<file path="src/rtl/addsub_pkg.sv">
package addsub_pkg;

  typedef enum logic [1:0] {
    OP_ADD = 2'b00,
    OP_SUB = 2'b01,
    OP_ADC = 2'b10,
    OP_SBC = 2'b11
  } op_e;

  typedef struct packed {
    logic v;
    logic n;
    logic z;
    logic c;
  } flags_t;

  // Carry input of the least significant adder stage.
  function automatic logic pick_cin(op_e op, logic borrow_mode, logic c_held);
    logic r;
    case (op)
      OP_ADD:  r = 1'b0;
      OP_SUB:  r = 1'b1;
      OP_ADC:  r = c_held;
      default: r = borrow_mode ? ~c_held : c_held;
    endcase
    return r;
  endfunction

  // Value written to the stored C from the adder carry-out.
  function automatic logic c_report(logic is_sub, logic borrow_mode, logic cout);
    return (is_sub & borrow_mode) ? ~cout : cout;
  endfunction

endpackage

</file>
<file path="src/rtl/addsub_opnd.sv">
module addsub_opnd
  import addsub_pkg::*;
#(
  parameter int W = 8
) (
  input  op_e          op,
  input  logic         borrow_mode,
  input  logic         c_held,
  input  logic [W-1:0] b,
  output logic [W-1:0] b_eff,
  output logic         cin
);
  logic invert;

  // op bit 0 marks the subtract forms; it drives the XOR inversion
  assign invert = op[0];
  assign b_eff  = b ^ {W{invert}};
  assign cin    = pick_cin(op, borrow_mode, c_held);
endmodule

</file>
<file path="src/rtl/addsub_ripple.sv">
module addsub_ripple #(
  parameter int W = 8
) (
  input  logic [W-1:0] x,
  input  logic [W-1:0] y,
  input  logic         cin,
  output logic [W-1:0] sum,
  output logic         c_into_msb,
  output logic         c_out
);
  logic [W:0] cy;

  assign cy[0] = cin;

  for (genvar i = 0; i < W; i++) begin : g_fa
    assign sum[i]  = x[i] ^ y[i] ^ cy[i];
    assign cy[i+1] = (x[i] & y[i]) | (cy[i] & (x[i] ^ y[i]));
  end

  assign c_into_msb = cy[W-1];
  assign c_out      = cy[W];
endmodule

</file>
<file path="src/rtl/addsub_flagcalc.sv">
module addsub_flagcalc
  import addsub_pkg::*;
#(
  parameter int W = 8
) (
  input  logic [W-1:0] sum,
  input  logic         c_into_msb,
  input  logic         c_out,
  input  logic         is_sub,
  input  logic         borrow_mode,
  output flags_t       nxt
);
  always_comb begin
    nxt.v = c_into_msb ^ c_out;
    nxt.n = sum[W-1];
    nxt.z = ~|sum;
    nxt.c = c_report(is_sub, borrow_mode, c_out);
  end
endmodule

</file>
<file path="src/rtl/addsub_flags_unit.sv">
module addsub_flags_unit
  import addsub_pkg::*;
#(
  parameter int W = 8
) (
  input  logic         clk,
  input  logic         rst,
  input  logic         op_valid,
  input  logic [1:0]   op_sel,
  input  logic         borrow_mode,
  input  logic [W-1:0] a,
  input  logic [W-1:0] b,
  output logic [W-1:0] result,
  output logic         flag_v,
  output logic         flag_n,
  output logic         flag_z,
  output logic         flag_c
);
  op_e          op;
  flags_t       flags_q;
  flags_t       flags_d;
  logic [W-1:0] b_eff;
  logic         cin;
  logic         c_into_msb;
  logic         c_out;
  logic [W:0]   add_wide;

  assign op = op_e'(op_sel);

  addsub_opnd #(.W(W)) u_opnd (
    .op(op), .borrow_mode(borrow_mode), .c_held(flags_q.c),
    .b(b), .b_eff(b_eff), .cin(cin)
  );

  addsub_ripple #(.W(W)) u_add (
    .x(a), .y(b_eff), .cin(cin), .sum(result),
    .c_into_msb(c_into_msb), .c_out(c_out)
  );

  addsub_flagcalc #(.W(W)) u_flags (
    .sum(result), .c_into_msb(c_into_msb), .c_out(c_out),
    .is_sub(op_sel[0]), .borrow_mode(borrow_mode), .nxt(flags_d)
  );

  always_ff @(posedge clk) begin
    if (rst)           flags_q <= '0;
    else if (op_valid) flags_q <= flags_d;
  end

  assign flag_v = flags_q.v;
  assign flag_n = flags_q.n;
  assign flag_z = flags_q.z;
  assign flag_c = flags_q.c;

  // Unsigned reference sum used only by the carry check below
  assign add_wide = {1'b0, a} + {1'b0, b};

  a_r1_add_carry: assert property (@(posedge clk) disable iff (rst)
    (op_valid && op_sel == OP_ADD) |=> flag_c == $past(add_wide[W]));

  a_r3_overflow: assert property (@(posedge clk) disable iff (rst)
    op_valid |=> flag_v == $past((a[W-1] == b_eff[W-1]) && (result[W-1] != a[W-1])));

  a_r4_negative: assert property (@(posedge clk) disable iff (rst)
    op_valid |=> flag_n == $past(result[W-1]));

  a_r5_zero: assert property (@(posedge clk) disable iff (rst)
    op_valid |=> flag_z == $past(result == '0));

  // carry sense of a plain subtract in both modes
  a_r7_sub_sense: assert property (@(posedge clk) disable iff (rst)
    (op_valid && op_sel == OP_SUB) |=> flag_c == $past(borrow_mode ^ (a >= b)));

  a_r8_adc_cin: assert property (@(posedge clk) disable iff (rst)
    (op_sel == OP_ADC) |-> cin == flag_c);

  a_r8_sbc_cin: assert property (@(posedge clk) disable iff (rst)
    (op_sel == OP_SBC) |-> cin == (flag_c ^ borrow_mode));

  a_r9_hold: assert property (@(posedge clk) disable iff (rst)
    !op_valid |=> ($stable(flag_v) && $stable(flag_n) && $stable(flag_z) && $stable(flag_c)));

  a_r10_reset: assert property (@(posedge clk)
    rst |=> (!flag_v && !flag_n && !flag_z && !flag_c));
endmodule

</file>
<file path="config.mk">
export PLATFORM = sky130hd
export DESIGN_NAME = addsub_flags_unit
export DESIGN_NICKNAME = d
export VERILOG_FILES = /design/src/rtl/addsub_pkg.sv /design/src/rtl/addsub_opnd.sv /design/src/rtl/addsub_ripple.sv /design/src/rtl/addsub_flagcalc.sv /design/src/rtl/addsub_flags_unit.sv
export SDC_FILE = /design/constraint.sdc
export NUM_CORES = 1
export LEC_CHECK = 0
export BUFFER_PORTS_ARGS = -buffer_cell sky130_fd_sc_hd__buf_2
export CORE_MARGIN = 2
export CORE_UTILIZATION = 40
export DETAILED_ROUTE_END_ITERATION = 8
export PLACE_DENSITY_LB_ADDON = 0.3
export SYNTH_ARGS = -nofsm -noshare
export SYNTH_HDL_FRONTEND = slang
export SYNTH_SLANG_ARGS = --single-unit
</file>
<file path="constraint.sdc">
create_clock -name clk -period 8.5 [get_ports clk]
set_clock_uncertainty 0.1 [all_clocks]
set_input_delay 1.7 -clock clk [delete_from_list [all_inputs] [get_ports clk]]
set_output_delay 1.7 -clock clk [all_outputs]
set_load 0.1 [all_outputs]
</file>
# Word-level counts from Yosys, hierarchy flattened
# Cells that the tools add are included.
# W data, S select, Z words.
[classes]
eq_ne = 2
muxes = 3
bitwise_logic = 45
n_reduce_logical = 3
[op_table]
columns = ["operator", "count"]
rows = [
  ["$and A1 B1 Y1", 17],
  ["$xor A1 B1 Y1", 17],
  ["$or A1 B1 Y1", 8],
  ["$reduce_or A8 Y1", 1],
  ["$xor A8 B8 Y8", 1],
  ["$pmux W1 S3", 1],
  ["$eq A2 B1 Y1 const B", 1],
  ["$eq A2 B2 Y1 const B", 1],
  ["$logic_not A2 Y1", 1],
  ["$mux W1", 2],
  ["$not A1 Y1", 2],
  ["$logic_not A1 Y1", 1],
]
[word_totals]
reg_bits = 4
inputBits = 22
output_inout_bits = 12
elab_cells = 57

# Logic depth before layout (Yosys ltp)
# Gate-level depths: netlist of the first run.
[logic_depth]
depth_word = 21
depth_mapped = 18
ltp_nobuf = 17

# By module
# From an unflattened synthesis of the first run, not the netlist that was laid out.
[hier_totals]
cells_unflattened = 52
hier_area_um2 = 493.0
[modules_own_cells]
columns = ["module", "instances", "cells_per_inst", "area_per_inst_um2", "seq_area_each_um2"]
rows = [
  ["addsub_ripple", 1, 18, 197.7, 0.0],
  ["addsub_flags_unit", 1, 13, 140.1, 80.1],
  ["addsub_opnd", 1, 14, 107.6, 0.0],
  ["addsub_flagcalc", 1, 7, 47.5, 0.0],
]

# Worst setup path after synthesis of the first run
# OpenSTA, ideal clock, no wires.
[synth_timing]
path_type = "in2out"
start = "in op_sel[0]"
end = "out result[7]"
arrival_ps = 5360
t_required_ps = 6700
setup_slack_ps = 1340
cell_stages = 16
path_cell_list = "buf_6 nand2_4 and3_2 a21oi_1 fa_1 fa_1 inv_1 fa_1 inv_1 fa_1 fa_1 fa_1 fa_1 inv_1 fa_1 buf_4"
[synth_rtl]
columns = ["element", "line_no", "text"]
rows = [
  ["from (decl)", "addsub_flags_unit.sv:9", "input logic [1:0] op_sel,"],
  ["to (decl)", "addsub_flags_unit.sv:13", "output logic [W-1:0] result,"],
]

# Worst setup path after layout of the first run
[layout_timing]
start = "in op_sel[0]"
end = "out result[7]"
[layout_between]
elab_chain_len = 17
elab_cells_between_ends = 35
classes_between = "eq/ne: 2; mux: 1; bitwise: 31; reduce/logical: 1"
[layout_lines]
columns = ["element", "line_no", "text"]
rows = [
  ["$eq A2 B2 Y1 (tied with other cells)", "addsub_pkg.sv:20", "case (op)"],
  ["$pmux W1 S3 / $xor A1 B1 Y1 (equally long branches)", "addsub_pkg.sv:20, addsub_ripple.sv:17", ""],
  ["$and A1 B1 Y1", "addsub_ripple.sv:17", "assign cy[i+1] = (x[i] & y[i]) | (cy[i] & (x[i] ^ y[i]));"],
  ["$or A1 B1 Y1", "addsub_ripple.sv:17", ""],
  ["$and A1 B1 Y1", "addsub_ripple.sv:17", ""],
  ["$or A1 B1 Y1", "addsub_ripple.sv:17", ""],
  ["$and A1 B1 Y1", "addsub_ripple.sv:17", ""],
  ["$or A1 B1 Y1", "addsub_ripple.sv:17", ""],
  ["$and A1 B1 Y1", "addsub_ripple.sv:17", ""],
  ["$or A1 B1 Y1", "addsub_ripple.sv:17", ""],
  ["$and A1 B1 Y1", "addsub_ripple.sv:17", ""],
  ["$or A1 B1 Y1", "addsub_ripple.sv:17", ""],
  ["$and A1 B1 Y1", "addsub_ripple.sv:17", ""],
  ["$or A1 B1 Y1", "addsub_ripple.sv:17", ""],
  ["$and A1 B1 Y1", "addsub_ripple.sv:17", ""],
  ["$or A1 B1 Y1", "addsub_ripple.sv:17", ""],
  ["$xor A1 B1 Y1 *", "addsub_ripple.sv:16", "assign sum[i] = x[i] ^ y[i] ^ cy[i];"],
]
# Mark *: on every way between the ends. The rest lies on a longest branch, timed or not.

==> results, run 1 <==
- The warning count from the yosys run is 0.
- The filler cell count is 114.
- The die boundary width is 40.0 µm.
- The nature of the critical path startpoint is an input pin.
- The reported leakage power is 0.394 nW.
- By instance count, the leading cell after synthesis is inv_1.
- The quantity of hold-fixing buffers added after cts is 0.
- The total negative setup slack is 0 ns.
- The via count of the first global-routing pass is 396.
- For the worst-skew pair, the clock arrives at the later sink with an insertion delay of 0.24 ns.
- The cell area power density is 282 nW/µm².
- Of the total synthesized cell area, the portion taken by XOR and XNOR cells is 16.9%.
- The signal on the critical path passes through buf_2 -> nand2_4 -> and3_2 -> a21oi_1 -> fa_1 -> fa_1 -> inv_1 -> fa_1 -> inv_1 -> fa_1 -> fa_1 -> fa_1 -> fa_1 -> inv_1 -> fa_1 -> buf_2.
- The residual antenna-violating net count after detailed routing is 0.
- The clock-pin slew on the worst setup and hold paths is 0.04 ns.
- The final count of hold timing violations is 0.
- The max-slew violation total from the final report came to 0.
- The clock tree from TritonCTS is done.
- The number of different library cells used by synthesis comes to 19.
- Setup repair after global routing left no endpoint under its margin.
- The share of Yosys cell area claimed by the top area cell type is 30.8%.
- The number of buffer cells added on primary ports is 33.
- The cell area after technology mapping is 519 µm².
- The per-cell via count in the routed design is 4.49.
- Counting flops with a built-in enable in the synthesized netlist gives 0.
- The cell count after placement is 100.
- Summing all multi-input logic gate instances after layout gives 355 µm².
- The number of nets in the finished design is 121.
- Measured along the y axis, the die boundary spans 40.0 µm.
- CTS placed an instance of clkbuf_4 at the clock tree root.
- The average cell area after synthesis is 9.27 µm².
- Pin placement for this block handled 34 I/O pins.
- The number of buffers inserted during clock tree synthesis is 3.
- In the final routed layout, each cell accounts on average for 9.32 µm.
- The sequential share of the synthesized area is 15.4%.
- The detailed router's first-iteration violation count is 3.
- The final count of negative-setup-slack endpoints is 0.
- The total number of clock tree sinks is 4.
- The total track usage is 14.9%.
- The worst path meets setup with 1.06 ns of slack.
- The area fraction in and, or, nand and nor cells after synthesis is 11.6%.
- Timing would allow up to 134 MHz.
- The number of register bits inferred by synthesis is 4.
- The footprint of the flip-flops and latches is 80.1 µm².
- The overall via count from detail_route is 462.
- The compound-cell area share of the yosys netlist is 5.30%.
- Detailed placement finished with a half-perimeter wire length of 863 µm.
- The initial antenna violation count is 0.
- The critical path class is input pin to output port.
- Once the floorplan was initialized, standard cells occupied 44.9% of the core.
- Row generation in the floorplan step produced 12 rows.
- Before CTS, the worst setup slack after placement is 1.04 ns.
- The worst IR drop on VDD is 124 µV.
- The cell repeated most along the worst path is fa_1.
- After synthesis, the largest family of logic cells by area is adder cells.
- The final critical-path share of the clock period is 87.5%.
- The post-detailed-route DRC marker count is 0.
- The capturing element type of the critical path is an output port.
- In the synthesized netlist, mux cells make up 3.86% of the area.
- The level count of the clock H-tree is 1.
- The cell type contributing the most total cell area after synthesis is fa_1.
- The worst-case headroom to the max-slew limit is 67.8%.
- The total nets after synthesis is 86.
- The count of max-cap constraint violations is 0.
- The path class of the lowest-slack min-delay path is flip-flop to flip-flop.
- The largest single stage delay on the critical path is 0.45 ns.
- For this run, the number of standard cells in the final layout without fillers is 103.
- For this run, the detailed router's first-pass iteration total came to 2.
- The die covers 1600 µm².
- In the synthesized netlist, the number of instances is 56.
- The arithmetic-cell share of the synthesized area counting full adders, half adders and majority gates is 30.8%.
- The run finished with clean final reports.
- From synthesis to final layout, the design area changed by 34.9%.
- Summed over all layers, the routed wires come to 960 µm.
- In the post-synthesis netlist, the biggest area contributors are fa_1, dfxtp_1, xnor2_1.
- In the synthesized netlist the dominant register cell turns out to be dfxtp_1.
- In the synthesized netlist, the cells that appear most often are inv_1, fa_1, xnor2_1.
- The placeable core region is 1160 µm².
- The worst-case clock buffer depth is 2.
- The arrival time of the worst setup path is 5.64 ns.
- The last weighted congestion value of the routability-driven placer is 0.777.
- The first-pass GRT wire length is 1550 µm.
- The total global routing overflow is 0.
- The number of setup buffers added after CTS is 0.
- The fraction of final layout cells sized beyond drive strength 1 is 43.8%.
- The number of resized instances in the post-cts repair step is 0.
- In the synthesized netlist the async set-or-reset flop fraction comes to 0%.
- The maximum fanout along the worst path is 10.
- The post-route minimum period is 7.44 ns.
- The required time reported for the critical path endpoint is 6.70 ns.
- The total inserted antenna cells is 0.
- At the pin with the least slew margin, the transition time is 0.486 ns.
- The cell with the largest stage delay on the worst path is fa_1.
- The maximum number of pins on one net before global-route repair is 11.
placed cells by master, fill, tap and decap left out, drive strengths merged, types with 2 or more instances in the layout:
| cell | instances |
|---|---|
| buf | 33 |
| inv | 16 |
| fa | 8 |
| xnor2 | 7 |
| dfxtp | 4 |
| xor2 | 3 |
| nor2 | 3 |
| clkbuf | 3 |
| a21oi | 2 |
| mux2i | 2 |
final cells by class:
type | instances | share of cell area (%)
Multi-Input combinational cell | 33 | 50.7
Timing Repair Buffer | 33 | 23.6
Sequential cell | 4 | 11.4
Inverter | 16 | 8.57
Clock buffer | 3 | 3.21
Tap cell | 14 | 2.50
worst max-delay path, delay by kind of cell:
kind / cells / cell delay [ns]
adders and majority gates: 8 / 2.91
buffers and inverters: 5 / 0.72
and+or+nand+nor: 2 / 0.26
AOI/OAI and AO/OA: 1 / 0.05
layer usage:
layer / track usage, % / routed length (µm)
met5: 0 / 0
met4: 0 / 0
met3: 6.67 / 91
met2: 24.2 / 462
met1: 19.2 / 406
per-stage QoR:
stage | hold WS [ns] | cell area, µm² | power (mW) | util (%)
after detailed placement | 0.363 | 678 | 0.175 | 58.7
after floorplan | 0.808 | 519 | 0.155 | -
after global placement | 0.353 | 678 | 0.174 | 58.7
after CTS | 0.368 | 701 | 0.200 | 60.6
after global routing | 0.391 | 701 | 0.209 | 60.6
final | 0.361 | 701 | 0.198 | 60.6
path summary, 6_finish.rpt:
kind	cells after the start	start	to	slack, ns
setup / recovery	16	op_sel[0]	result[7]	1.06
hold / removal	2	flag_z	flag_z	0.36
setup reg to reg	16	flag_c	flag_z	4.07
hold reg to reg	2	flag_z	flag_z	0.36
kinds of logic (layout without fill, tap and decap cells):
family                   after synthesis  after routing
adder cells (fa/ha/maj)                8              8
multiplexers                           2              2
AND/OR/NAND/NOR                        9              9
buffers and inverters                 19             52
AO/OA/AOI/OAI                          4              4
XOR/XNOR                              10             10
flip-flops                             4              4
state kept, by name, indices dropped and copies added, names as in the netlist:
signal and cells:
flag_c 1, flag_n 1, flag_v 1, flag_z 1
power breakdown:
| group | switching [mW] | leakage (nW) | internal (mW) | total, mW |
|---|---|---|---|---|
| clock network | 0.00807 | 0.0138 | 0.0158 | 0.0239 |
| logic | 0.123 | 0.348 | 0.0291 | 0.152 |
| registers | 0.00104 | 0.0329 | 0.0208 | 0.0218 |
| total | 0.132 | 0.394 | 0.0657 | 0.198 |
No activity file was read; power rests on OpenSTA's default activity.
==> inputs of run 2 (changes only) <==
--- a/config.mk
+++ b/config.mk
@@ -9,4 +9,5 @@
 export CORE_MARGIN = 2
 export CORE_UTILIZATION = 40
+export CTS_CLUSTER_DIAMETER = 200
 export DETAILED_ROUTE_END_ITERATION = 8
 export PLACE_DENSITY_LB_ADDON = 0.3
--- a/constraint.sdc
+++ b/constraint.sdc
@@ -3,3 +3,3 @@
 set_input_delay 1.7 -clock clk [delete_from_list [all_inputs] [get_ports clk]]
 set_output_delay 1.7 -clock clk [all_outputs]
-set_load 0.1 [all_outputs]
+set_load 0.02 [all_outputs]
==> run 2 against run 1 <==
  * Final cell count is the same
  * Via count grew 0.65%
  * Largest cell class unchanged
  * Global-route usage grew 3.9 points
  * Sequential power is essentially flat
  * Clock-buffer cell count is the same
  * Power shrank 39%
  * Worst hold slack is essentially flat
  * Sequential share of layout area is the same
==> results, run 2 (synthesis results as in run 1) <==
- The flow ran to the end, and the final reports show no timing, DRC or antenna violations.
- The number of nets in the finished design is 121.
- The total inserted antenna cells is 0.
- The overall via count from detail_route is 465.
- The die area is 1600 µm².
- The quantity of hold-fixing buffers added after cts is 0.
- The longest clock path from root to sink contains 2 buffers.
- In this run the power density over the cells is 171 nW/µm².
- The routed length per placed instance is 11.1 µm.
- The I/O pin count is 34.
- The cell repeated most along the worst path is fa_1.
- At the worst endpoint, the required time is 6.70 ns.
- Setup violations remaining at the end of the flow were counted as 0.
- After detailed routing, the number of remaining DRC violations is 0.
- The count of max-cap constraint violations is 0.
- The timing-limited maximum frequency is 135 MHz.
- The total track usage is 18.8%.
- TritonCTS built the clock tree.
- The delay of the slowest cell on the worst path is 0.46 ns.
- Headroom to the max-slew limit came out at 80.5%.
- The per-cell via count in the routed design is 4.51.
- The count of nets left with antenna violations once routing finished came out at 0.
- The commonest non-fill, non-tap cell in the layout is buf_2.
- In this run the vertical extent of the chip is 40.0 µm.
- The maximum number of pins on one net before global-route repair is 11.
- Clock-pin slew was measured on the worst setup and hold paths at 0.04 ns.
- The number of buffers inserted during clock tree synthesis is 3.
- The transition at the pin with the smallest max-transition slack is 0.293 ns.
- The total number of clock tree sinks is 4.
- The final cell utilization of the core is 60.6%.
- The detailed router's first-iteration violation count is 5.
- The top cell types in the final layout, fill and taps aside, are buf_2, inv_1, fa_1.
- The total negative setup slack is 0 ns.
- The wire length reported by the detailed router is 1150 µm.
- The first global-routing pass estimated 1790 µm of wire.
- The via count of the first global-routing pass was 434.
- The final critical-path share of the clock period is 86.9%.
- The arrival time of the worst setup path is 5.59 ns.
- Detailed placement ended at an HPWL of 991 µm.
- The worst IR drop on VDD is 89.4 µV.
- The signal on the critical path passes through buf_2 -> nand2_4 -> and3_2 -> a21oi_1 -> fa_1 -> fa_1 -> inv_1 -> fa_1 -> inv_1 -> fa_1 -> fa_1 -> fa_1 -> fa_1 -> inv_1 -> fa_1 -> buf_2.
- The clock period could shrink to 7.39 ns.
- The cell with the largest stage delay on the worst path is fa_1.
- Cells with a size suffix above 1 make up 43.8% of the layout.
- Of all nets on the critical path, the largest fanout is 10.
- The placement row count is 12.
- Setup repair after global routing left no endpoint under its margin.
- The final non-filler cell total is 103.
- Once the floorplan was initialized, standard cells occupied 44.9% of the core.
- The final count of hold timing violations came to 0.
- The number of buffer cells added on primary ports is 33.
- The nature of the critical path startpoint is an input pin.
- From left edge to right edge, the die measures 40.0 µm.
- The number of setup buffers added after CTS is 0.
- Once the clock tree was built, the resizer swapped 0 gates to a different size.
- The pre-antenna-repair detailed-routing pass consisted of 3 iterations.
- The level count of the clock H-tree is 1.
- The critical path class is input pin to output port.
- The max-slew violation total from the final report came to 0.
- The path class of the lowest-slack min-delay path is flip-flop to flip-flop.
- The cell count after placement is 100.
- In this run the clock root is driven by a clkbuf_4.
- The initial antenna violation count is 0.
- Routability-driven placement finished with a final weighted congestion of 0.739.
- The capturing element type of the critical path is an output port.
- The reported leakage power is 0.394 nW.
- At the later pin of the worst-skew pair, clock insertion delay measures 0.25 ns.
- The total global routing overflow is 0.
- The core region is 1160 µm².
- Compared with the post-synthesis result, the final layout area differs by 34.9%.
[run 2: through the flow]
step	cell area [µm²]	setup WS, ns	hold WS, ns	power (mW)
2_1_floorplan	519	1.42	0.437	0.0734
3_3_place_gp	678	1.23	0.355	0.0929
3_5_place_dp	678	1.10	0.357	0.0958
4_1_cts	701	1.10	0.362	0.122
5_1_grt	701	0.931	0.387	0.129
6_report	701	1.11	0.361	0.120
[run 2: report_power, final]
| part | internal, mW | switching, mW | leakage, nW |
|---|---|---|---|
| clock network | 0.0159 | 0.00926 | 0.0138 |
| logic | 0.0297 | 0.0430 | 0.348 |
| registers | 0.0208 | 0.00103 | 0.0329 |
[run 2: cell type report]
cell class                 count  area, µm²
fill                         118        455
inverter                      16       60.1
multi-input combinational     33        355
sequential                     4       80.1
timing repair buffer          33        165
tap                           14       17.5
clock buffer                   3       22.5
[run 2: path summary, 6_finish.rpt]
| path | startpoint | slack [ns] | to | cells after the start |
|---|---|---|---|---|
| setup / recovery | op_sel[0] | 1.11 | result[7] | 16 |
| hold / removal | flag_z | 0.36 | flag_z | 2 |
| setup reg to reg | flag_c | 4.00 | flag_z | 16 |
| hold reg to reg | flag_z | 0.36 | flag_z | 2 |
[run 2: worst max-delay path: cells and delay by family]
kind	cells	cell delay [ns]
adder cells (fa/ha/maj)	8	2.99
AND/OR/NAND/NOR	2	0.26
AO/OA/AOI/OAI	1	0.05
buffers and inverters	5	0.59
[run 2: layer usage]
layer,vias up,track usage (%),wire (µm)
li1,233,-,-
met1,209,18.8,451
met2,21,32.3,594
met3,2,8.33,86
met4,0,10.3,14
met5,-,0,0
==> inputs of run 3 (changes only) <==
- CELL_PAD_IN_SITES_DETAIL_PLACEMENT: not set -> 0
- CELL_PAD_IN_SITES_GLOBAL_PLACEMENT: not set -> 1
- CORE_UTILIZATION: 40 -> 28
==> run 3 against run 2 <==
  * Core utilization is 19 points lower
  * Worst hold slack worse by 0.0013 ns
  * Final area is 2.0% higher
  * Largest cell class unchanged
  * Sequential power hardly changed
  * Worst setup slack better by 0.064 ns
  * Critical endpoint unchanged
==> results, run 3 (synthesis results as in run 1) <==
- Per report_power, the sequential group accounts for 18.6% of the total.
- The post-route minimum period is 7.32 ns.
- For this design, the sink count on the clock tree is 4.
- The startpoint identified for the worst hold timing path is flag_z.
- Timing would allow up to 137 MHz.
- The placeable core region is 1730 µm².
- The total negative setup slack is 0 ns.
- The capturing element type of the critical path is an output port.
- After the first detailed-routing iteration, the DRC count stood at 2.
- The die is 47.1 µm tall.
- Buffers inserted to repair hold after CTS numbered 0.
- The latest clock arrival within the worst-skew pair is 0.24 ns.
- Net switching is 44.1% of the power.
- The required time reported for the critical path endpoint is 6.70 ns.
- The cell area power density is 165 nW/µm².
- The finished layout cell area is 714 µm².
- The I/O pin count is 34.
- Of the total power, the clock network draws 21.2%.
- The number of resized instances in the post-cts repair step is 0.
- The first detailed-routing pass ran for 2 iterations.
- CTS placed an instance of clkbuf_4 at the clock tree root.
- The initial antenna violation count is 0.
- The switching power is 52.0 µW.
- By startpoint and endpoint, the worst setup path is classified as input pin to output port.
- The final count of negative-setup-slack endpoints is 0.
- The initial cell density of the core is 30.1%.
- In the routed design, unresolved DRC markers number 0.
- The number of nets in the finished design is 121.
- In the final routed layout, each cell accounts on average for 8.96 µm.
- Setup repair after global routing left no endpoint under its margin.
- At the pin with the least slew margin, the transition time is 0.281 ns.
- The congestion estimate from routability-driven global placement came to 0.642.
- STA puts the critical path data arrival time at 5.52 ns.
- The tool flagged a number of max-cap violations equal to 0.
- The clock-pin slew on the worst setup and hold paths is 0.04 ns.
- Entering global routing, the biggest net connects 11 pins.
- After detailed placement, the total cell area comes to 692 µm².
- The pre-CTS setup slack is 1.13 ns.
- Once the clock tree was built, the setup fixing pass inserted 0 buffers.
- The max-slew violation total from the final report is 0.
- The floorplan has 15 rows.
- The first global-routing pass estimated 1490 µm of wire.
- In this run the worst hold path is classified as flip-flop to flip-flop.
- The die covers 2220 µm².
- Along the worst path, the maximum fanout reaches 10.
- TritonCTS built the clock tree.
- The final route contains 446 vias.
- The worst-case IR drop observed on VDD is 79.9 µV.
- The signed area change from the synthesized netlist to the final layout is 37.6%.
- The final count of hold timing violations is 0.
- For this design the static power due to leakage is 0.394 nW.
- The final layout contains routed wiring with a total length of 1020 µm.
- The worst setup path startpoint is op_sel[0].
- The via count of the first global-routing pass is 378.
- The total inserted antenna cells is 0.
- The worst register-to-register path has a setup slack of 4.09 ns.
- The final critical-path share of the clock period is 86.1%.
- In this run, CTS created clock tree buffers numbering 3.
- In the layout the commonest cells are buf_2, inv_1, fa_1.
- The combinational fraction of design power is 60.2%.
- Input and output buffers added on the ports amount to 33.
- The worst-case clock buffer depth is 2.
- The die boundary width is 47.1 µm.
- The launching point of the worst reg2reg path is flag_c.
- In this run the tightest slew margin relative to its limit is 81.3%.
- In the post-route analysis, the smallest setup slack over all paths is 1.18 ns.
- The internal power of the cells totals 65.9 µW.
- The detail route stage leaves a number of antenna-violating nets equal to 0.
- The flow ran to the end, and the final reports show no timing, DRC or antenna violations.
- The commonest non-fill, non-tap cell in the layout is buf_2.
- Global routing consumed, over all layers together, 10.2% of the routing resources.
- The fraction of final layout cells sized beyond drive strength 1 is 43.8%.
- The level count of the clock H-tree is 1.
- The nature of the critical path startpoint is an input pin.
- The total global routing overflow is 0.
- In the routed layout, each cell is associated on average with a via count of 3.91.
## run 3: cell counts in the layout (fill, tap and decap cells not counted)
Identical to the previous run, type by type.
## run 3: layout make-up
cell class	count	area [µm²]
Fill cell	201	1010
Multi-Input combinational cell	33	355
Timing Repair Buffer	33	165
Sequential cell	4	80.1
Inverter	16	60.1
Tap cell	25	31.3
Clock buffer	3	22.5
## run 3: per-stage QoR
stage               util [%]  hold WS, ns  instances  total power, mW
floorplan                  -        0.437         56           0.0734
global placement        40.1        0.352        111           0.0942
detailed placement      40.1        0.354        111           0.0949
CTS                     41.4        0.362        114            0.121
global route            41.4        0.405        114            0.128
finish                  41.4        0.360        114            0.118
## run 3: worst paths after layout
| path | to | cells after the start |
|---|---|---|
| worst max-delay path | result[7] | 16 |
| worst min-delay path | flag_z | 2 |
| worst max register to register | flag_z | 16 |
| worst min register to register | flag_z | 2 |
## run 3: critical path: stages
cell and delay, ns:
buf_2 0.19, nand2_4 0.09, and3_2 0.17, a21oi_1 0.05, fa_1 0.40, fa_1 0.37
inv_1 0.08, fa_1 0.16, inv_1 0.05, fa_1 0.37, fa_1 0.38, fa_1 0.39
fa_1 0.42, inv_1 0.09, fa_1 0.44, buf_2 0.18
## run 3: power by group through the flow
stage | Clock, mW | Combinational [mW] | Sequential, mW
after global routing | 0.0272 | 0.0791 | 0.0220
final | 0.0250 | 0.0710 | 0.0219
after floorplan | 0 | 0.0490 | 0.0244
after detailed placement | 0 | 0.0727 | 0.0222
after global placement | 0 | 0.0721 | 0.0221
after CTS | 0.0258 | 0.0729 | 0.0219
## run 3: metal layers
layer,global-route usage [%],vias to the layer above,part of all wire (%)
met4,8.33,0,1.7
met3,3.08,2,9.3
met5,0,-,0
met1,12.9,193,43
li1,-,230,-
met2,14.2,21,46
